<file path="config.mk">
export PLATFORM = sky130hd
export DESIGN_NAME = supply_guard
export DESIGN_NICKNAME = d
export VERILOG_FILES = /design/src/rtl/supply_guard_pkg.sv /design/src/rtl/supply_guard_ctrl.sv /design/src/rtl/supply_guard_dp.sv /design/src/rtl/supply_guard.sv
export SDC_FILE = /design/constraint.sdc
export NUM_CORES = 1
export LEC_CHECK = 0
export BUFFER_PORTS_ARGS = -buffer_cell sky130_fd_sc_hd__buf_2
export CAP_MARGIN = 20
export CORE_MARGIN = 3
export CORE_UTILIZATION = 45
export DETAILED_ROUTE_END_ITERATION = 10
export PLACE_DENSITY = 0.72
export SETUP_SLACK_MARGIN = 0.5
export SYNTH_ARGS = -nofsm -noshare
export SYNTH_HDL_FRONTEND = slang
export SYNTH_SLANG_ARGS = --single-unit
</file>
<file path="constraint.sdc">
create_clock -name clk -period 1.42 [get_ports clk]
set_input_delay 0.142 -clock clk [delete_from_list [all_inputs] [get_ports clk]]
set_output_delay 0.142 -clock clk [all_outputs]
set_load 0.01 [all_outputs]
</file>
<file path="src/rtl/supply_guard_pkg.sv">
`timescale 1ns/1ps
package supply_guard_pkg;

  typedef enum logic [1:0] {
    ST_OFF   = 2'd0,
    ST_START = 2'd1,
    ST_ON    = 2'd2,
    ST_LOCK  = 2'd3
  } runState_t;

  // Strobes from control to datapath, one cycle each
  typedef struct packed {
    logic startRun;  // new enable: restart the start-up window
    logic runGood;   // output good seen during start-up
    logic runStop;   // normal switch-off
    logic faultHit;  // timeout or short: latch off
  } supStrobe_t;

endpackage

</file>
<file path="src/rtl/supply_guard_ctrl.sv">
`timescale 1ns/1ps
module supply_guard_ctrl
  import supply_guard_pkg::*;
(
  input  logic       clk,
  input  logic       rstN,
  input  logic       xcvrActive,
  input  logic       busActivity,
  input  logic       busWake,
  input  logic       manWrEn,
  input  logic       manWrData,
  input  logic       faultClr,
  input  logic       outGood,
  input  logic       shortFlag,
  input  logic       manualBit,
  input  logic       timerDone,
  input  logic       activeRise,
  output supStrobe_t strobe,
  output logic       regEn
);

  runState_t state, stateNext;
  logic demand;
  logic restartEvt;

  assign demand = xcvrActive | busActivity | manualBit;

  // The only four ways out of the latched-off state
  assign restartEvt = (faultClr & xcvrActive)
                    | (busWake & ~xcvrActive)
                    | (manWrEn & manWrData)
                    | activeRise;

  always_comb begin
    stateNext = state;
    strobe    = '0;
    unique case (state)
      ST_OFF: begin
        if (demand) begin
          stateNext       = ST_START;
          strobe.startRun = 1'b1;
        end
      end
      ST_START: begin
        if (shortFlag) begin
          stateNext       = ST_LOCK;
          strobe.faultHit = 1'b1;
        end else if (!demand) begin
          stateNext      = ST_OFF;
          strobe.runStop = 1'b1;
        end else if (outGood) begin
          stateNext      = ST_ON;
          strobe.runGood = 1'b1;
        end else if (timerDone) begin
          stateNext       = ST_LOCK;
          strobe.faultHit = 1'b1;
        end
      end
      ST_ON: begin
        if (shortFlag) begin
          stateNext       = ST_LOCK;
          strobe.faultHit = 1'b1;
        end else if (!demand) begin
          stateNext      = ST_OFF;
          strobe.runStop = 1'b1;
        end
      end
      ST_LOCK: begin
        if (restartEvt) begin
          stateNext       = ST_START;
          strobe.startRun = 1'b1;
        end
      end
      default: stateNext = ST_OFF;
    endcase
  end

  always_ff @(posedge clk) begin
    if (!rstN) state <= ST_OFF;
    else       state <= stateNext;
  end

  assign regEn = (state == ST_START) || (state == ST_ON);

endmodule

</file>
<file path="src/rtl/supply_guard_dp.sv">
`timescale 1ns/1ps
module supply_guard_dp
  import supply_guard_pkg::*;
#(
  parameter int CLT_CYCLES = 16
) (
  input  logic       clk,
  input  logic       rstN,
  input  supStrobe_t strobe,
  input  logic       manWrEn,
  input  logic       manWrData,
  input  logic       faultClr,
  input  logic       irqEnable,
  input  logic       xcvrActive,
  output logic       diagOk,
  output logic       faultBit,
  output logic       manualBit,
  output logic       irqPulse,
  output logic       timerDone,
  output logic       activeRise
);

  localparam int CW = (CLT_CYCLES > 2) ? $clog2(CLT_CYCLES) : 1;
  localparam logic [CW-1:0] LAST = CW'(CLT_CYCLES - 1);

  logic [CW-1:0] winCnt;
  logic          activePrev;

  // Start-up window counter, restarted on every enable
  always_ff @(posedge clk) begin
    if (!rstN)                winCnt <= '0;
    else if (strobe.startRun) winCnt <= '0;
    else if (winCnt != LAST)  winCnt <= winCnt + 1'b1;
  end
  assign timerDone = (winCnt == LAST);

  always_ff @(posedge clk) begin
    if (!rstN) activePrev <= 1'b0;
    else       activePrev <= xcvrActive;
  end
  assign activeRise = xcvrActive & ~activePrev;

  // Register bits; a fault overrides software writes
  always_ff @(posedge clk) begin
    if (!rstN) begin
      diagOk    <= 1'b0;
      faultBit  <= 1'b0;
      manualBit <= 1'b0;
      irqPulse  <= 1'b0;
    end else begin
      irqPulse <= strobe.faultHit & irqEnable;
      if (strobe.faultHit) begin
        diagOk    <= 1'b0;
        faultBit  <= 1'b1;
        manualBit <= 1'b0;
      end else begin
        if (strobe.runGood)      diagOk <= 1'b1;
        else if (strobe.runStop) diagOk <= 1'b0;
        if (faultClr) faultBit  <= 1'b0;
        if (manWrEn)  manualBit <= manWrData;
      end
    end
  end

endmodule

</file>
<file path="src/rtl/supply_guard.sv">
`timescale 1ns/1ps
module supply_guard
  import supply_guard_pkg::*;
#(
  parameter int CLT_CYCLES = 16
) (
  input  logic clk,
  input  logic rstN,
  input  logic xcvrActive,
  input  logic busActivity,
  input  logic busWake,
  input  logic manWrEn,
  input  logic manWrData,
  input  logic faultClr,
  input  logic outGood,
  input  logic shortFlag,
  input  logic irqEnable,
  output logic regEn,
  output logic diagOk,
  output logic faultBit,
  output logic manualBit,
  output logic irqPulse
);

  supStrobe_t strobe;
  logic timerDone;
  logic activeRise;

  supply_guard_ctrl ctrl_i (
    .clk        (clk),
    .rstN       (rstN),
    .xcvrActive (xcvrActive),
    .busActivity(busActivity),
    .busWake    (busWake),
    .manWrEn    (manWrEn),
    .manWrData  (manWrData),
    .faultClr   (faultClr),
    .outGood    (outGood),
    .shortFlag  (shortFlag),
    .manualBit  (manualBit),
    .timerDone  (timerDone),
    .activeRise (activeRise),
    .strobe     (strobe),
    .regEn      (regEn)
  );

  supply_guard_dp #(.CLT_CYCLES(CLT_CYCLES)) dp_i (
    .clk       (clk),
    .rstN      (rstN),
    .strobe    (strobe),
    .manWrEn   (manWrEn),
    .manWrData (manWrData),
    .faultClr  (faultClr),
    .irqEnable (irqEnable),
    .xcvrActive(xcvrActive),
    .diagOk    (diagOk),
    .faultBit  (faultBit),
    .manualBit (manualBit),
    .irqPulse  (irqPulse),
    .timerDone (timerDone),
    .activeRise(activeRise)
  );

endmodule

</file>
==> results of run 1 <==
cell families (layout without fill, tap and decap cells):
| kind of cell | Yosys count | count (layout) |
|---|---|---|
| mux | 3 | 3 |
| fa+ha+maj | 5 | 5 |
| buf+inv | 7 | 40 |
| compound gates | 19 | 19 |
| xor+xnor | 1 | 1 |
| flops | 11 | 11 |
| simple gates | 24 | 24 |
registers in the layout, summed over array words and instances (netlist names):
register	cells
dp_i.manualBit	1
dp_i.winCnt	4
dp_i.activePrev	1
dp_i.diagOk	1
ctrl_i.state	2
dp_i.faultBit	1
dp_i.irqPulse	1
synthesized netlist by cell type:
library cell | number | area, µm²
a2111oi_2 | 1 | 15.01
a211oi_1 | 4 | 30.03
a21o_1 | 1 | 7.510
a21oi_1 | 1 | 5.000
a22o_1 | 1 | 8.760
a311o_1 | 1 | 10.01
a31oi_1 | 2 | 12.51
and2_1 | 1 | 6.260
and3_1 | 1 | 6.260
and3b_1 | 1 | 8.760
buf_6 | 1 | 11.26
dfxtp_1 | 11 | 220.2
ha_1 | 5 | 62.56
inv_1 | 6 | 22.52
mux2i_1 | 2 | 20.02
mux2i_4 | 1 | 22.52
nand2_1 | 4 | 15.01
nand3_1 | 2 | 10.01
nand3_2 | 1 | 10.01
nand3b_1 | 1 | 7.510
nand4b_1 | 1 | 8.760
nor2_1 | 2 | 7.510
nor2b_1 | 3 | 18.77
nor3_1 | 2 | 10.01
nor3b_1 | 1 | 7.510
nor4_1 | 1 | 6.260
o211ai_1 | 1 | 7.510
o21a_1 | 1 | 7.510
o21ai_0 | 4 | 20.02
o311ai_0 | 1 | 8.760
o41ai_2 | 1 | 16.27
or2b_1 | 1 | 7.510
or3_1 | 2 | 12.51
xnor2_1 | 1 | 8.760
final cells by class:
class                   instances  area (µm²)  share of cell area [%]
multi-input cells              52       574.3                   53.75
flip-flops and latches         11       230.2                   21.55
repair buffers                 30       193.9                   18.15
clock buffers                   4       26.28                   2.459
inverters                       6       25.02                   2.342
well taps                      15       18.77                   1.756
power by group through the flow:
stage	Clock (mW)	Sequential, mW	Combinational (mW)
finish	0.219	0.443	0.887
global route	0.244	0.450	0.959
CTS	0.226	0.423	0.799
detailed placement	0	0.425	0.695
global placement	0	0.422	0.684
floorplan	0	0.437	0.399
worst min path at each step:
stage | cells past startpoint | slack, ns | endpoint
after floorplan | 1 | 0.26 | dp_i.faultBit$_SDFFE_PN0P_
after CTS | 2 | 0.11 | dp_i.irqPulse$_SDFF_PN0_
after global placement | 2 | 0.38 | dp_i.irqPulse$_SDFF_PN0_
after detailed placement | 2 | 0.38 | dp_i.irqPulse$_SDFF_PN0_
final | 2 | 0.12 | dp_i.irqPulse$_SDFF_PN0_
after global routing | 2 | 0.11 | dp_i.irqPulse$_SDFF_PN0_
timing repair:
item | 4_1_cts | 5_1_grt
hold buffers | 0 | 0
pin swaps | 3 | 4
gates resized for setup | 15 | 14
endpoints found under the setup margin | 12 | 13
buffers inserted | 1 | 0
cloned | 0 | 0
worst register-to-register path, stage by stage (launching register included):
cell,delay [ns]
dfxtp_2,0.33
or3_4,0.37
mux2i_4,0.21
a311o_1,0.37
o41ai_2,0.05
per-stage QoR:
stage               worst slack [ns]  power (mW)  instance area [µm²]  hold WS [ns]
floorplan                   0.003560      0.8357                715.7        0.2597
global placement            -0.03696       1.106                903.4        0.3790
detailed placement          -0.05494       1.120                903.4        0.3796
CTS                          0.02219       1.448                996.0        0.1136
global route                -0.03614       1.653                 1069        0.1136
finish                     -0.001698       1.549                 1069        0.1168
routing by layer:
metal  vias to the layer above  GRT usage, %  wire [µm]
met5                         -             0          0
met4                         0         5.422         34
met3                         4         7.724        119
met2                        24         34.59        894
met1                       318         25.12        800
li1                        328             -          -
==> results.toml, run 1 <==
[setup_path]
crit_end = "ctrl_i.state[1]$_SDFFE_PN0P_"
critPathMaxStageDelay_ns = 0.37
cp-startpoint = "dp_i.manualBit$_SDFFE_PP0P_"
crit_path_start_kind = "flop"
arrival_ns = 1.60
critPathBufInv = 0
ff2ff_path_depth = 4
crit_type = "reg -> reg"
cp-end-kind = "flop"
r2r_slack_ns = -0.002
rr_endpoint = "ctrl_i.state[1]$_SDFFE_PN0P_"
cp_max_fo = 4
crit_chain = "or3_4, mux2i_4, a311o_1, o41ai_2"
crit_family = "compound AO/OA/AOI/OAI gates"
critPathRequiredTime_ns = 1.60
slowest_stage = "or3_4"
r2r-start = "dp_i.manualBit$_SDFFE_PP0P_"
cp_num_cells = 4

[timing]
hold_viol_final = 0
finalMaxSlewViolations = 0
rsz0062_at_grt = "yes"
relSlewSlack_pct = 73.39
period_share_pct = 100.1
setup-tns-final_ns = -0.001698
worst_slack_ns = -0.001698
fin_crit_ns = 1.422
skew_ns = 0.006513
setup_viol = 1
fmax_mhz = 703.4
tightest_slew_ns = 0.3987

[global_route]
grt.total_usage_pct = 20.80
overflow = 0
grt_max_degree = 9
antenna_found_initial = 0
grt_pass1_wl_mm = 2.898
grt_pass1_vias = 634

[synthesis]
synth_fa_ha_area_share_pct = 9.488
yosysWarnings = 0
muxShareOfSynthArea_pct = 6.452
ys_seq_area_share_pct = 33.40
avgSynthCellArea_um2 = 9.420
syn_inst = 70
synth-simple-area-share_pct = 21.63
ys_ff_latch = 11
synth_cell_types = 34
synth_xor_area_share_pct = 1.328
synth_nets = 86
syn_area_um2 = 659.4
synth_top_family_by_area = "compound AO/OA/AOI/OAI gates"
synth-compound-area-share_pct = 22.58

[placed_design]
placed_cells = 113
dp_hpwl_mm = 1.207
globalplace.congestion = 0.8051
io_buffers = 15

[drt]
drtIter0Drc = 12
routed_wl_mm = 1.848
remaining_drc_errors = 0
dr.pass1.iters = 4
wire_per_inst_um = 15.66
viasPerCell = 5.712
ant_nets = 0
vias = 674

[pwr]
combPwrFrac_pct = 57.3
p_leak_nw = 0.4381
peakVddDrop_mv = 0.8577
internal-power_mw = 0.9449
power_switching_mw = 0.6040
swShare_pct = 39.00
clkPwrFrac_pct = 14.1
p_per_area_nw_per_um2 = 1450
pwr-share-seq_pct = 28.6

[cts]
clock_latency_ns = 0.28
clock_sink_count = 11
h-tree-depth = 1
cts_buffers = 3
clk_root_buffer_cell = "clkbuf_4"
cts_tree = "built"
path_clk_slew_ns = 0.07
clockBufferDepth = 2

[floorplan]
die_area_um2 = 1961
rows = 13
core_area_um2 = 1334
die_w_um = 44.28
io_pins = 16
start_util_pct = 49.44
die_h_um = 44.28

[finish]
diodes = 0
nFillCells = 83
layout_common_cells = "15 x buf_4, 14 x buf_2, 5 x ha_4, 5 x dfxtp_2, 5 x dfxtp_1"
layout.cells.non_filler = 118
drive_above_1_share_pct = 62.14
layout.nets = 120
area_growth_pct = 62.05
finalCoreUtilization_pct = 80.11
layout_commonest_cell = "buf_4"

[run]
maxCapViolCount = 0

[min_path]
min_path_type = "in -> reg"
worstHoldStart = "irqEnable"

[run_status]
violations = "negative setup slack"
status = "finished with violations"
Power figures use the tool's default switching activity.
==> inputs of run 2 (changes only) <==
- ABC_AREA: not set -> 1
==> run 2 against run 1 <==
The run now ends clean; core utilization down 7.0 points; sequential power down 11%; critical path depth up 3; combinational power down 29%; highest routed layer unchanged; largest cell class unchanged; sequential share of layout area up 2.0 points; register-to-register slack better by 0.16 ns.
==> results.toml, run 2 <==
[synthesis]
synth_commonest_cells = "28 x nand2_1, 19 x nor2_1, 16 x inv_1"
synth_most_common_cell = "nand2_1"
yosys-top-cells-area = "dfxtp_1 33%, nand2_1 16%, nor2_1 11%, ha_1 9.4%, inv_1 9.0%"
synth_ff_type = "dfxtp_1"
ys_ff_latch = 11
synth_edf_count = 0
synth_area_leader_cell = "dfxtp_1"
ys_seq_area_share_pct = 33.08
synth_cell_types = 18
synth-simple-area-share_pct = 40.79
muxShareOfSynthArea_pct = 1.692
synth_nets = 115
yosysWarnings = 0
synth_fa_ha_area_share_pct = 9.398
synth_xor_area_share_pct = 1.316
synth_top_family_by_area = "simple AND/OR/NAND/NOR gates"
syn_inst = 99
syn_area_um2 = 665.6
avgSynthCellArea_um2 = 6.724
synth_top_area_share_pct = 33.08
synth-compound-area-share_pct = 4.699
async_reset_ff_share_pct = 0

[timing]
skew_ns = 0.003398
fin_crit_ns = 1.260
setup_viol = 0
rsz0062_at_grt = "yes"
finalMaxSlewViolations = 0
hold_ws_ns = 0.1086
period_share_pct = 88.70
relSlewSlack_pct = 84.83
tightest_slew_ns = 0.2273
setup-tns-final_ns = 0
fmax_mhz = 793.9
hold_viol_final = 0

[global_route]
grt_pass1_wl_mm = 2.829
antenna_found_initial = 0
overflow = 0
grt.total_usage_pct = 19.53
grt_max_degree = 7
grt_pass1_vias = 663

[cts]
clock_latency_ns = 0.27
path_clk_slew_ns = 0.07
cts_tree = "built"
h-tree-depth = 1
clock_sink_count = 11
clockBufferDepth = 2
clk_root_buffer_cell = "clkbuf_4"
hold_buffers = 0
cts_buffers = 3

[run]
maxCapViolCount = 0

[finish]
diodes = 0
layout.nets = 142
layout_common_cells = "25 x nand2_1, 14 x buf_2, 12 x nor2_1"
layout.cells.non_filler = 140
largest_reg_flops = 4
regMostFlops = "dp_i.winCnt"
drive_above_1_share_pct = 46.40
area_growth_pct = 48.31
layout_commonest_cell = "nand2_1"
nFillCells = 103
reg.largest.list = "dp_i.winCnt x4, ctrl_i.state x2"

[floorplan]
die_h_um = 44.46
die_w_um = 44.46
start_util_pct = 49.30
rows = 13
core_area_um2 = 1350
die_area_um2 = 1977
io_pins = 16

[setup_path]
crit_type = "reg -> reg"
arrival_ns = 1.42
cp-end-kind = "flop"
critPathRequiredTime_ns = 1.58
ff2ff_path_depth = 7
crit_chain = "inv_4, ha_4, inv_4, a21oi_2, nand3_2, nand2_2, nor2_1"
cp_max_fo = 4
critPathMaxStageDelay_ns = 0.37
cp_common_cell = "inv_4"
crit_path_start_kind = "flop"
slowest_stage = "dfxtp_4"

[drt]
vias = 694
drtIter0Drc = 14
routed_wl_mm = 1.735
remaining_drc_errors = 0
wire_per_inst_um = 12.39
viasPerCell = 4.957
ant_nets = 0
dr.pass1.iters = 4

[min_path]
hold_depth = 2
min_path_type = "in -> reg"

[pwr]
p_per_area_nw_per_um2 = 1261
peakVddDrop_mv = 0.7747
p_leak_nw = 0.4708

[placed_design]
globalplace.congestion = 0.7805
placed_cells = 129
io_buffers = 15
dp_hpwl_mm = 1.177

[run_status]
status = "finished, final reports clean"
[run 2: cell types whose count changed after synthesis, moves of 3 or more]
| cell | previous run | this run |
|---|---|---|
| a211oi_1 | 4 | 0 |
| nor2b_1 | 3 | 0 |
| inv_1 | 6 | 16 |
| nand2_1 | 4 | 28 |
| nor2_1 | 2 | 19 |
| o21ai_0 | 4 | 0 |
[run 2: metrics by stage]
step / util, % / total power, mW / cell area, µm² / worst slack, ns
finish: 73.12 / 1.245 / 987.2 / 0.1604
detailed placement: 59.78 / 0.7865 / 807.0 / 0.1491
floorplan: - / 0.6954 / 713.2 / 0.2820
global placement: 59.78 / 0.7740 / 807.0 / 0.1591
CTS: 69.79 / 1.129 / 942.2 / 0.1896
global route: 73.12 / 1.324 / 987.2 / 0.1064
[run 2: worst max-delay path, delay by kind of cell, from the launching register on]
| family | cells | cell delay [ns] |
|---|---|---|
| compound gates | 1 | 0.11 |
| buf+inv | 2 | 0.10 |
| fa+ha+maj | 1 | 0.30 |
| simple gates | 3 | 0.26 |
| flops | 1 | 0.37 |
[run 2: cell type report]
| type | instances | area [µm²] | area share [%] |
|---|---|---|---|
| inverter | 16 | 65.06 | 6.591 |
| clock buffer | 4 | 26.28 | 2.662 |
| multi-input combinational | 72 | 510.5 | 51.71 |
| sequential | 11 | 232.7 | 23.57 |
| tap | 15 | 18.77 | 1.901 |
| timing repair buffer | 22 | 133.9 | 13.56 |
[run 2: repair_timing]
action / in CTS / in global routing
endpoints found under the setup margin: 11 / 11
pin swaps: 11 / 9
resized for setup: 17 / 10
buffers inserted: 6 / 1
[run 2: kinds of logic after synthesis]
kind of cell	count (synthesis)
mux	1
fa+ha+maj	5
buf+inv	16
simple gates	60
xor+xnor	1
flops	11
compound gates	5
[run 2: path summary, 6_finish.rpt]
check                                                   from                          to  slack [ns]
worst min register to register    dp_i.faultBit$_SDFFE_PN0P_  dp_i.faultBit$_SDFFE_PN0P_        0.47
worst min-delay path                               irqEnable    dp_i.irqPulse$_SDFF_PN0_        0.11
worst max register to register  ctrl_i.state[1]$_SDFFE_PN0P_    dp_i.diagOk$_SDFFE_PP0P_        0.16
worst max-delay path            ctrl_i.state[1]$_SDFFE_PN0P_    dp_i.diagOk$_SDFFE_PP0P_        0.16
[run 2: where the power goes]
part / switching, mW / internal (mW) / total [mW]
clock: 0.110 / 0.109 / 0.219
sequential: 0.0373 / 0.359 / 0.396
combinational: 0.337 / 0.293 / 0.630
[run 2: routing by layer]
layer	GRT usage [%]	share of wire [%]
met1	25.55	47
met2	31.23	46
met3	5.285	5.8
met4	5.422	1.0
met5	0	0
==> inputs of run 3 (changes only) <==
- CAP_MARGIN: 20 -> 30
- PLACE_DENSITY: 0.72 -> not set
- PLACE_DENSITY_LB_ADDON: not set -> 0.12
==> run 3 against run 2 <==
Die area unchanged; core utilization decreased by 3.1 points; global-route usage decreased by 2.3 points; clock skew about the same; worst hold slack improved by 0.0080 ns; highest routed layer unchanged.
==> results.toml, run 3 (synthesized netlist as in run 2, its figures left out) <==
[finish]
largest_reg_flops = 4
reg.largest.list = "dp_i.winCnt x4, ctrl_i.state x2"
area_growth_pct = 42.11
layout.nets = 142
drive_above_1_share_pct = 41.60
layout_common_cells = "26 x nand2_1, 16 x nor2_1, 14 x buf_2"
finalCoreUtilization_pct = 70.06
nFillCells = 111
diodes = 0
regMostFlops = "dp_i.winCnt"
multi_input_area_um2 = 460.4
seq_area_um2 = 235.2
layout_commonest_cell = "nand2_1"
layout.cells.non_filler = 140

[floorplan]
io_pins = 16
die_w_um = 44.46
die_h_um = 44.46
die_area_um2 = 1977
rows = 13
start_util_pct = 49.30
core_area_um2 = 1350

[setup_path]
crit_path_start_kind = "flop"
crit_type = "reg -> reg"
arrival_ns = 1.45
cp_max_fo = 4
critPathRequiredTime_ns = 1.62
cp-end-kind = "flop"

[timing]
setup_viol = 0
skew_ns = 0.003858
hold_viol_final = 0
relSlewSlack_pct = 86.93
rsz0062_at_grt = "yes"
fin_crit_ns = 1.255
fmax_mhz = 797.0
period_share_pct = 88.36
setup-tns-final_ns = 0
finalMaxSlewViolations = 0
tightest_slew_ns = 0.1958
hold_ws_ns = 0.1166

[placed_design]
dp_hpwl_mm = 1.131
globalplace.congestion = 0.7802
placed_cells = 129
io_buffers = 15

[drt]
remaining_drc_errors = 0
routed_wl_mm = 1.516
dr.pass1.iters = 4
viasPerCell = 4.986
vias = 698
ant_nets = 0
drtIter0Drc = 22
wire_per_inst_um = 10.83

[run_status]
status = "finished, final reports clean"

[cts]
clock_sink_count = 11
h-tree-depth = 1
clockBufferDepth = 2
cts_buffers = 3
cts_tree = "built"
path_clk_slew_ns = 0.06
clock_latency_ns = 0.27
clk_root_buffer_cell = "clkbuf_4"

[pwr]
power_mw = 1.115
p_per_area_nw_per_um2 = 1179
peakVddDrop_mv = 0.8038
p_leak_nw = 0.4711

[global_route]
grt.total_usage_pct = 17.21
antenna_found_initial = 0
grt_pass1_vias = 602
grt_max_degree = 7
overflow = 0
grt_pass1_wl_mm = 2.490

[min_path]
min_path_type = "in -> reg"

[run]
maxCapViolCount = 0
## run 3: cell counts in the layout (fill, tap and decap cells not counted)
No cell type changed its count.
## run 3: power breakdown
group          switching [mW]  total, mW  leakage, nW  internal [mW]
Sequential             0.0454      0.407       0.0926          0.362
Clock                   0.102      0.211       0.0150          0.109
Combinational           0.251      0.498        0.364          0.247
## run 3: cell type report
class | instances | area share [%]
clock buffers | 4 | 2.778
inverters | 16 | 7.143
well taps | 15 | 1.984
multi-input cells | 72 | 48.68
repair buffers | 22 | 14.55
flip-flops and latches | 11 | 24.87
## run 3: per-stage QoR
step                      instance area (µm²)  setup WS [ns]
after floorplan                         713.2         0.2820
after global placement                  807.0         0.1472
after detailed placement                807.0         0.1477
after CTS                               925.9         0.1740
after global routing                    945.9        0.08567
final                                   945.9         0.1653
## run 3: final timing paths
path | startpoint | end | slack [ns] | depth (start not counted)
min | irqEnable | dp_i.irqPulse$_SDFF_PN0_ | 0.12 | 2
max reg2reg | ctrl_i.state[1]$_SDFFE_PN0P_ | dp_i.irqPulse$_SDFF_PN0_ | 0.17 | 6
min reg2reg | dp_i.faultBit$_SDFFE_PN0P_ | dp_i.faultBit$_SDFFE_PN0P_ | 0.46 | 2
max | ctrl_i.state[1]$_SDFFE_PN0P_ | dp_i.irqPulse$_SDFF_PN0_ | 0.17 | 6
## run 3: repair_timing
item | 4_1_cts | 5_1_grt
resized for setup | 12 | 5
buffers inserted | 6 | 1
pin swaps | 7 | 2
hold buffers | 0 | 0
setup endpoints to repair | 11 | 12
## run 3: per-layer routing
layer	up-vias	routed length [µm]	part of all wire, %	track usage [%]
li1	360	-	-	-
met1	312	689	45	22.85
met2	24	696	46	26.36
met3	2	116	7.7	6.504
met4	0	13	0.86	3.614
met5	-	0	0	0
## run 3: worst max-delay path, cell delays in order (launching register included)
cell	delay [ns]
dfxtp_4	0.37
inv_4	0.05
ha_4	0.29
inv_4	0.04
a21oi_2	0.11
nand3_2	0.13
nor3b_2	0.18
